## src/rtl/csp_pkg.sv

```systemverilog
package csp_pkg;

   // Transmit sequencer states
   typedef enum logic [1:0] {
      TX_IDLE  = 2'd0,
      TX_SYNC  = 2'd1,
      TX_SHIFT = 2'd2
   } tx_state_t;

endpackage

```

## src/rtl/csp_sync.sv

```systemverilog
// Multi-stage level synchronizer for one asynchronous line.
module csp_sync #(
   parameter int STAGES = 2
) (
   input  logic clk,
   input  logic rst_n,
   input  logic din,
   output logic lvl
);

   generate
      if (STAGES < 2) begin : g_bad_stages
         $error("csp_sync: STAGES must be at least 2");
      end
   endgenerate

   logic [STAGES-1:0] chain;

   always_ff @(posedge clk) begin
      if (!rst_n) chain <= '0;
      else        chain <= {chain[STAGES-2:0], din};
   end

   assign lvl = chain[STAGES-1];

endmodule

```

## src/rtl/csp_rx.sv

```systemverilog
// Receive section: falling-edge sampling, word assembly, hand-off.
module csp_rx #(
   parameter int DATA_W  = 16,
   parameter int SHORT_W = 8
) (
   input  logic              clk,
   input  logic              rst_n,
   input  logic              sclk_lvl,
   input  logic              fs_lvl,
   input  logic              din_lvl,
   input  logic              wide,
   output logic [DATA_W-1:0] rx_word,
   output logic              rx_done
);

   localparam int CNT_W = $clog2(DATA_W);
   localparam logic [CNT_W-1:0] LAST_WIDE  = CNT_W'(DATA_W - 1);
   localparam logic [CNT_W-1:0] LAST_SHORT = CNT_W'(SHORT_W - 1);
   localparam logic [DATA_W-1:0] SHORT_MASK = {{(DATA_W-SHORT_W){1'b0}}, {SHORT_W{1'b1}}};

   logic              sclk_q;
   logic              bit_fall;
   logic              active;
   logic [CNT_W-1:0]  cnt;
   logic [CNT_W-1:0]  last_idx;
   logic [DATA_W-1:0] sh;
   logic [DATA_W-1:0] next_sh;

   assign bit_fall = sclk_q & ~sclk_lvl;
   assign last_idx = wide ? LAST_WIDE : LAST_SHORT;
   assign next_sh  = {sh[DATA_W-2:0], din_lvl};

   always_ff @(posedge clk) begin
      if (!rst_n) begin
         sclk_q  <= 1'b0;
         active  <= 1'b0;
         cnt     <= '0;
         sh      <= '0;
         rx_word <= '0;
         rx_done <= 1'b0;
      end else begin
         sclk_q  <= sclk_lvl;
         rx_done <= 1'b0;
         if (bit_fall) begin
            if (!active) begin
               if (fs_lvl) begin
                  active <= 1'b1;
                  cnt    <= '0;
               end
            end else begin
               sh <= next_sh;
               if (cnt == last_idx) begin
                  active  <= 1'b0;
                  rx_done <= 1'b1;
                  rx_word <= wide ? next_sh : (next_sh & SHORT_MASK);
               end else begin
                  cnt <= cnt + 1'b1;
               end
            end
         end
      end
   end

   // completion is a lone pulse
   a_r4_done_single: assert property (@(posedge clk) disable iff (!rst_n)
      rx_done |=> !rx_done);

   // the parallel word moves only together with the completion pulse
   a_r4_word_moves_with_done: assert property (@(posedge clk) disable iff (!rst_n)
      !$stable(rx_word) |-> rx_done);

   // short words leave the upper field clear
   a_r3_short_upper_zero: assert property (@(posedge clk) disable iff (!rst_n)
      (rx_done && !$past(wide)) |-> (rx_word[DATA_W-1:SHORT_W] == '0));

   // a word completes only after a detected falling edge
   a_r2_done_after_fall: assert property (@(posedge clk) disable iff (!rst_n)
      $rose(rx_done) |-> $past(bit_fall));

endmodule

```

## src/rtl/csp_tx.sv

```systemverilog
// Transmit section: holding register, frame start, serializer.
module csp_tx #(
   parameter int DATA_W  = 16,
   parameter int SHORT_W = 8
) (
   input  logic              clk,
   input  logic              rst_n,
   input  logic              sclk_lvl,
   input  logic              fs_lvl,
   input  logic              int_mode,
   input  logic              wide,
   input  logic              wr,
   input  logic [DATA_W-1:0] wdata,
   output logic              dout,
   output logic              fs_out,
   output logic              load_done
);

   import csp_pkg::*;

   localparam int CNT_W = $clog2(DATA_W);
   localparam logic [CNT_W-1:0] LAST_WIDE  = CNT_W'(DATA_W - 1);
   localparam logic [CNT_W-1:0] LAST_SHORT = CNT_W'(SHORT_W - 1);

   tx_state_t         state;
   logic              sclk_q;
   logic              bit_rise;
   logic [CNT_W-1:0]  cnt;
   logic [CNT_W-1:0]  last_idx;
   logic [DATA_W-1:0] hold;
   logic [DATA_W-1:0] sh;
   logic              hold_msb;
   logic              next_bit;
   logic              frame_free;

   assign bit_rise   = sclk_lvl & ~sclk_q;
   assign last_idx   = wide ? LAST_WIDE : LAST_SHORT;
   assign hold_msb   = wide ? hold[DATA_W-1] : hold[SHORT_W-1];
   assign next_bit   = wide ? sh[DATA_W-2]   : sh[SHORT_W-2];
   assign frame_free = (state == TX_IDLE) || ((state == TX_SHIFT) && (cnt == last_idx));

   always_ff @(posedge clk) begin
      if (!rst_n) begin
         state     <= TX_IDLE;
         sclk_q    <= 1'b0;
         cnt       <= '0;
         hold      <= '0;
         sh        <= '0;
         dout      <= 1'b0;
         fs_out    <= 1'b0;
         load_done <= 1'b0;
      end else begin
         sclk_q    <= sclk_lvl;
         load_done <= 1'b0;
         if (wr) hold <= wdata;
         if (bit_rise) begin
            if ((state == TX_SYNC) || (frame_free && !int_mode && fs_lvl)) begin
               sh        <= hold;
               cnt       <= '0;
               dout      <= hold_msb;
               load_done <= 1'b1;
               fs_out    <= 1'b0;
               state     <= TX_SHIFT;
            end else if (frame_free) begin
               dout <= 1'b0;
               if (int_mode) begin
                  fs_out <= 1'b1;
                  state  <= TX_SYNC;
               end else begin
                  state  <= TX_IDLE;
               end
            end else begin
               sh   <= {sh[DATA_W-2:0], 1'b0};
               cnt  <= cnt + 1'b1;
               dout <= next_bit;
            end
         end
      end
   end

   // load notification is a lone pulse
   a_r6_load_single: assert property (@(posedge clk) disable iff (!rst_n)
      load_done |=> !load_done);

   // serial output moves only after a detected rising edge
   a_r10_dout_on_rise: assert property (@(posedge clk) disable iff (!rst_n)
      !$stable(dout) |-> $past(bit_rise));

   // the port raises its own sync only in internal mode
   a_r8_fs_internal_only: assert property (@(posedge clk) disable iff (!rst_n)
      $rose(fs_out) |-> $past(int_mode));

   // generated sync lasts one serial period
   a_r8_fs_one_period: assert property (@(posedge clk) disable iff (!rst_n)
      (fs_out && bit_rise) |=> !fs_out);

endmodule

```

## src/rtl/codec_sport.sv

```systemverilog
// Full-duplex synchronous codec serial port, top level.
module codec_sport #(
   parameter int DATA_W      = 16,
   parameter int SHORT_W     = 8,
   parameter int SYNC_STAGES = 2
) (
   input  logic              clk,
   input  logic              rst_n,
   input  logic              rx_sclk,
   input  logic              rx_fsync,
   input  logic              rx_sdata,
   input  logic              tx_sclk,
   input  logic              tx_fsync_in,
   input  logic              fs_internal,
   input  logic              wide_word,
   input  logic              tx_wr,
   input  logic [DATA_W-1:0] tx_wdata,
   output logic              tx_sdata,
   output logic              tx_fsync_out,
   output logic [DATA_W-1:0] rx_word,
   output logic              rx_irq,
   output logic              tx_irq
);

   localparam int N_LINES = 5;

   generate
      if (SHORT_W < 2 || SHORT_W >= DATA_W) begin : g_bad_short
         $error("codec_sport: SHORT_W must lie in [2, DATA_W)");
      end
      if (DATA_W < 4) begin : g_bad_data
         $error("codec_sport: DATA_W too small");
      end
   endgenerate

   logic [N_LINES-1:0] raw_lines;
   logic [N_LINES-1:0] sync_lines;

   assign raw_lines = {tx_fsync_in, tx_sclk, rx_sdata, rx_fsync, rx_sclk};

   generate
      for (genvar g = 0; g < N_LINES; g++) begin : g_sync
         csp_sync #(.STAGES(SYNC_STAGES)) u_sync (
            .clk   (clk),
            .rst_n (rst_n),
            .din   (raw_lines[g]),
            .lvl   (sync_lines[g])
         );
      end
   endgenerate

   csp_rx #(.DATA_W(DATA_W), .SHORT_W(SHORT_W)) u_rx (
      .clk      (clk),
      .rst_n    (rst_n),
      .sclk_lvl (sync_lines[0]),
      .fs_lvl   (sync_lines[1]),
      .din_lvl  (sync_lines[2]),
      .wide     (wide_word),
      .rx_word  (rx_word),
      .rx_done  (rx_irq)
   );

   csp_tx #(.DATA_W(DATA_W), .SHORT_W(SHORT_W)) u_tx (
      .clk       (clk),
      .rst_n     (rst_n),
      .sclk_lvl  (sync_lines[3]),
      .fs_lvl    (sync_lines[4]),
      .int_mode  (fs_internal),
      .wide      (wide_word),
      .wr        (tx_wr),
      .wdata     (tx_wdata),
      .dout      (tx_sdata),
      .fs_out    (tx_fsync_out),
      .load_done (tx_irq)
   );

   // interrupts stay quiet in the cycle after reset
   a_r1_quiet_after_reset: assert property (@(posedge clk) disable iff (!rst_n)
      $rose(rst_n) |-> (!rx_irq && !tx_irq));

endmodule

```

## config.mk

```make
export PLATFORM = sky130hd
export DESIGN_NAME = codec_sport
export DESIGN_NICKNAME = d
export VERILOG_FILES = /design/src/rtl/csp_pkg.sv /design/src/rtl/csp_sync.sv /design/src/rtl/csp_rx.sv /design/src/rtl/csp_tx.sv /design/src/rtl/codec_sport.sv
export SDC_FILE = /design/constraint.sdc
export NUM_CORES = 1
export LEC_CHECK = 0
export ABC_CLOCK_PERIOD_IN_PS = 2050
export BUFFER_PORTS_ARGS = -buffer_cell sky130_fd_sc_hd__buf_2
export CAP_MARGIN = 20
export CORE_MARGIN = 10
export CORE_UTILIZATION = 45
export DETAILED_ROUTE_END_ITERATION = 7
export PLACE_DENSITY_LB_ADDON = 0.08
export SLEW_MARGIN = 10
export SYNTH_ARGS = -nofsm -noshare
export SYNTH_HDL_FRONTEND = slang
export SYNTH_SLANG_ARGS = --single-unit
```

## constraint.sdc

```tcl
create_clock -name clk -period 2.05 [get_ports clk]
set_clock_uncertainty 0.05 [all_clocks]
set_input_delay 0.3075 -clock clk [delete_from_list [all_inputs] [get_ports clk]]
set_output_delay 0.3075 -clock clk [all_outputs]
set_load 0.03 [all_outputs]
```

* Word level (Yosys, flattened, before mapping)
Index checks and enable logic that the tools add are counted.
** Storage, ports and cells
- Flip-flop bits (word level) :: 89
** Cells by class
- Add/sub/neg operators :: 2
- Equal/unequal tests :: 6
- Muxes and demuxes :: 24
- Bitwise operators :: 4
- Reductions and logical operators :: 18
** Operators with widths (number)
- $mux 15 :: 2
- $mux 4 :: 6
- $mux 16 :: 1
- $mux 1 :: 13
- $reduce_and 3->1 :: 4
- $add 4x1->4 const B :: 2
- $eq 4x4->1 :: 2
- $reduce_and 2->1 :: 4
- $reduce_bool 2->1 :: 3
- $mux 2 :: 2
- $ne 2x2->1 const B :: 2
- $logic_and 1x1->1 :: 3
- $and 1x1->1 :: 2
- $eq 2x1->1 const B :: 1
- $eq 2x2->1 const B :: 1
- $logic_not 2->1 :: 1
- $logic_or 1x1->1 :: 2
- $not 1->1 :: 2
- $logic_not 1->1 :: 1

* Depth between registers and ports, before layout
- Depth in word-level cells :: 9
- Mapped depth :: 7
- Gate-level depth less buffers :: 5

* By module
Synthesis repeated with hierarchy kept, for this count alone.
** Unflattened totals
- Cell total of the unflattened synthesis :: 372
- Area, all modules :: 3662.3 um^2
** Modules (own cells, without submodules)
- csp_tx :: instances 1, cells an instance 183, area each 1816.7 um^2, seq. area each 820.8 um^2
- csp_rx :: instances 1, cells an instance 169, area each 1582.8 um^2, seq. area each 760.7 um^2
- csp_sync :: instances 5, cells an instance 4, area each 52.6 um^2, seq. area each 40.0 um^2

* Worst setup path after synthesis
OpenSTA, ideal clock, no wires.
- Path type :: register to register
- Start point :: reg u_rx.cnt[0]
- End point :: reg u_rx.rx_word[10]
- Setup time :: 0.117 ns
- Data arrival time :: 1.564 ns
- Data required time :: 1.883 ns
- Slack :: 0.319 ns
- Cell stages (with the launch flop) :: 8
- Buffers on the path :: 2
- Period minus slack after synthesis :: 1.731 ns
- Path through :: dfxtp_1 -> ha_1 -> and2_0 -> and4_1 -> buf_2 -> and2_1 -> buf_2 -> a22o_1
** Between the ends
- Cells in the longest elaborated chain, start to end :: 2
** RTL lines
- from (decl) :: line csp_rx.sv:24 : logic [CNT_W-1:0] cnt;
- from (signal assigned) :: line csp_rx.sv:57 : cnt <= cnt + 1'b1;
- $eq 4x4->1 :: line csp_rx.sv:52 : if (cnt == last_idx) begin
- $reduce_and 3->1 (no source line)
- to (signal assigned) :: line csp_rx.sv:55 : rx_word <= wide ? next_sh : (next_sh & SHORT_MASK);
- to (decl) :: line csp_rx.sv:12 : output logic [DATA_W-1:0] rx_word,
No other way between the ends.
A chain may end at the register's enable or synchronous reset.

* Worst setup path in the final report
- Start point :: reg u_tx.cnt[0]
- End point :: reg u_tx.fs_out
** Between the ends
- Cells in the longest elaborated chain, start to end :: 8
** RTL lines
- from (decl) :: line csp_tx.sv:28 : logic [CNT_W-1:0] cnt;
- from (signal assigned) :: line csp_tx.sv:74 : cnt <= cnt + 1'b1;
- $eq 4x4->1 * :: line csp_tx.sv:40 : assign frame_free = (state == TX_IDLE) || ((state == TX_SHIFT) && (cnt == last_idx));
- $logic_and 1x1->1 * :: line csp_tx.sv:40
- $logic_or 1x1->1 * :: line csp_tx.sv:40
- $logic_and 1x1->1 (2 in a row) :: line csp_tx.sv:57 : if ((state == TX_SYNC) || (frame_free && !int_mode && fs_lvl)) begin
- $logic_or 1x1->1 :: line csp_tx.sv:57
- $reduce_bool 2->1 (no source line)
- $reduce_and 3->1 (no source line)
- to (signal assigned) :: line csp_tx.sv:50 : fs_out <= 1'b0;
- to (signal assigned) :: line csp_tx.sv:62 : fs_out <= 1'b0;
- to (signal assigned) :: line csp_tx.sv:67 : fs_out <= 1'b1;
- to (decl) :: line csp_tx.sv:15 : output logic fs_out,
Mark *: on every way between the ends. The rest lies on a longest branch, timed or not.

==> results.md <==
- Run status: complete, no violations
- Total GRT Usage: 0.144
- Worst-Skew Late Latency: 0.36 ns
- Hold endpoint: g_sync[3].u_sync.chain[0]$_SDFF_PN0_
- Die X: 110 um
- Die Height: 110 um
- CTS tree: built
- Most numerous cell in the Yosys netlist: dfxtp_1
- Total routed wirelength: 8510 um
- Hold_sp: tx_sclk
- Fillers: 718
- Mapped Avg Cell Area: 9.21 um^2
- Placement Setup Slack: -0.0189 ns
- Fin. Hold Viols: 0
- Core area: 0.00781 mm^2
- Dpl hpwl: 5770 um
- Die Area: 0.0121 mm^2
- GPL Wtd Cong: 0.844
- Synth Instances: 395
- Root Driver: clkbuf_8
- Post-placement cell area: 0.00399 mm^2
- Ys flop type: dfxtp_1
- Worst Reg-to-Reg Cells: 5
- Drt wl/cell: 15.6 um
- Post-Syn Nets: 423
- Ys Warns: 0
- Reg area: 0.00178 mm^2
- First-pass GRT wire length: 14000 um
- First-pass DRT Iterations: 4
- Antenna-violating nets left: 0
- CP Capture Type: register
- Remaining DRCs: 0
- Clock-pin slew on the worst setup and hold paths: 0.09 ns
- Worst EP required: 2.28 ns
- PwrDens: 810 mW/mm^2
- Row count: 32
- Inserted Diodes: 0
- VDD IR max: 0.418 mV
- Final Util: 0.544
- Hold WC Path Type: primary input to register
- Crit path launch type: register
- Post-synth top area cell: dfxtp_1
- CTS buffer count: 9
- # H-tree levels: 3
- Max Cap Viol: 0
- Clock Tree Buf Depth: 2
- Post-synth ARST share: 0
- Nets@finish: 466
- EDFF count, synth: 0
- FF-to-FF Start: u_tx.cnt[0]$_SDFFE_PN0P_
- Pins Over Slew Limit: 0
- Worst Slack Setup Final: 0.148 ns
- Synth unique cells: 49
- Layout cell share with drive strength beyond 1: 0.194
- Avg Vias per Cell: 5.55
- Post-Syn Area: 0.00364 mm^2
- Vias in the first global route: 2905
- R2r setup slk: 0.15 ns
- Synth cell count leaders: dfxtp_1, a21oi_1, nand2_1
- Largest net degree at the start of global routing: 30
- Gr ovfl total: 0
- F_max: 0.526 GHz
- Clock Sinks: 89
- Initial core utilization: 0.466
- Vias post-DR: 3023
- Worst Setup Path Type: register to register
- Synth Register Bits: 89
- Post-Layout Inst Area: 0.00425 mm^2
- Initial antenna violation count: 0
- Final setup vio count: 0
- Ranking of synthesized cells by area: dfxtp_1, mux2i_1, a21oi_1
- Period utilisation layout: 0.928
- Seq/Total Area, Yosys: 0.490
- Measured slew at the worst slew-check pin: 0.842 ns
- Area grow syn2layout: 16.7%
- Crit Path Max Fanout: 8
- Leakage power: 1.63 nW
- Worst hold slack: 0.101 ns
- Slew margin rel.: 0.437
- Cells on Worst Hold Path: 2
- Area of the multi-input gates: 0.00171 mm^2
- Tmin final: 1.90 ns
- Worst EP arrival: 2.13 ns
- # port buffers: 45
- RSZ-0062 raised after global routing: no
- R2r endpoint: u_tx.fs_out$_SDFFE_PN0P_
- Synth top area share: 0.490
- Initial DRC count: 259
- I/O Pins: 46
[where the power goes]
group          switching (W)  internal [W]
Combinational      0.0000948     0.0000747
Clock               0.000658      0.000823
Sequential         0.0000262       0.00176
[per-layer routing]
metal,vias to the layer above,global-route usage,wire length (um)
met5,-,0,0
met2,91,0.228,3960
met3,8,0.0421,527
li1,1504,-,-
met4,0,0.0567,84
met1,1420,0.180,3940
[per-stage QoR]
stage | instances | setup TNS, ns | power [W]
2_1_floorplan | 395 | 0 | 0.00194
3_3_place_gp | 528 | 0 | 0.00200
3_5_place_dp | 528 | -0.0303 | 0.00200
4_1_cts | 544 | 0 | 0.00348
5_1_grt | 545 | 0 | 0.00358
6_report | 545 | 0 | 0.00344
[worst max-delay path by stage]
stage                                   startpoint                             to  cells after the start
final                     u_tx.cnt[0]$_SDFFE_PN0P_       u_tx.fs_out$_SDFFE_PN0P_                      5
after global routing      u_tx.cnt[0]$_SDFFE_PN0P_       u_tx.fs_out$_SDFFE_PN0P_                      5
after CTS                 u_tx.cnt[0]$_SDFFE_PN0P_       u_tx.cnt[2]$_SDFFE_PN0P_                      5
after detailed placement  u_tx.cnt[0]$_SDFFE_PN0P_       u_tx.cnt[2]$_SDFFE_PN0P_                      5
after global placement    u_tx.cnt[0]$_SDFFE_PN0P_       u_tx.sh[13]$_SDFFE_PN0P_                      5
after floorplan           u_rx.cnt[0]$_SDFFE_PN0P_  u_rx.rx_word[10]$_SDFFE_PN0P_                      7
[cell families (layout without fill, tap and decap cells)]
logic type | after synthesis | in the layout | share of synthesized area
compound gates | 98 | 98 | 0.186
xor+xnor | 2 | 2 | 0.00688
fa+ha+maj | 2 | 2 | 0.00688
buf+inv | 34 | 82 | 0.0406
flops | 89 | 89 | 0.490
mux | 32 | 32 | 0.0888
simple gates | 138 | 138 | 0.181
[layout by cell type, fill, tap and decap left out, drive strengths merged, types with 2 or more instances in the layout]
| cell | synthesis | final |
|---|---|---|
| a211oi | 2 | 2 |
| a21oi | 40 | 40 |
| a22o | 18 | 18 |
| a311oi | 12 | 12 |
| a31oi | 3 | 3 |
| a41o | 2 | 2 |
| and2 | 15 | 15 |
| buf | 12 | 61 |
| bufinv | 0 | 3 |
| clkbuf | 17 | 9 |
| clkinv | 0 | 2 |
| dfxtp | 89 | 89 |
| ha | 2 | 2 |
| inv | 5 | 7 |
| mux2 | 2 | 2 |
| mux2i | 30 | 30 |
| nand2 | 36 | 36 |
| nand2b | 3 | 3 |
| nand3 | 21 | 21 |
| nor2 | 34 | 34 |
| nor2b | 2 | 2 |
| nor3 | 13 | 13 |
| o211ai | 2 | 2 |
| o21ai | 8 | 8 |
| o31ai | 2 | 2 |
| or3 | 6 | 6 |
[timing repair]
action                     CTS  global route
pin swaps                    0             1
gates resized for setup      1             0
setup buffers                0             1
setup endpoints to repair   11            14
hold buffers                 0             0
[sequential cells by signal, summed over array words and instances, names as in the netlist, 2 cells and up]
register,flops
u_rx.rx_word,16
u_tx.hold,16
u_rx.sh,15
g_sync.u_sync.chain,10
u_tx.cnt,4
u_rx.cnt,4
u_tx.state,2
u_tx.sh,15
[worst max-delay path: stages, from the launching register on]
cell,delay (ns)
dfxtp_1,0.38
ha_1,0.21
nand2_1,0.20
o21a_1,0.31
or4b_1,0.54
a21oi_1,0.13
[area by class of cell]
class	count	area share
Clock inverter	7	0.0295
Inverter	5	0.00442
Timing Repair Buffer	61	0.0843
Sequential cell	89	0.420
Multi-Input combinational cell	272	0.403
Tap cell	102	0.0301
Clock buffer	9	0.0292
Note: power is estimated with default switching activity, not from simulation.
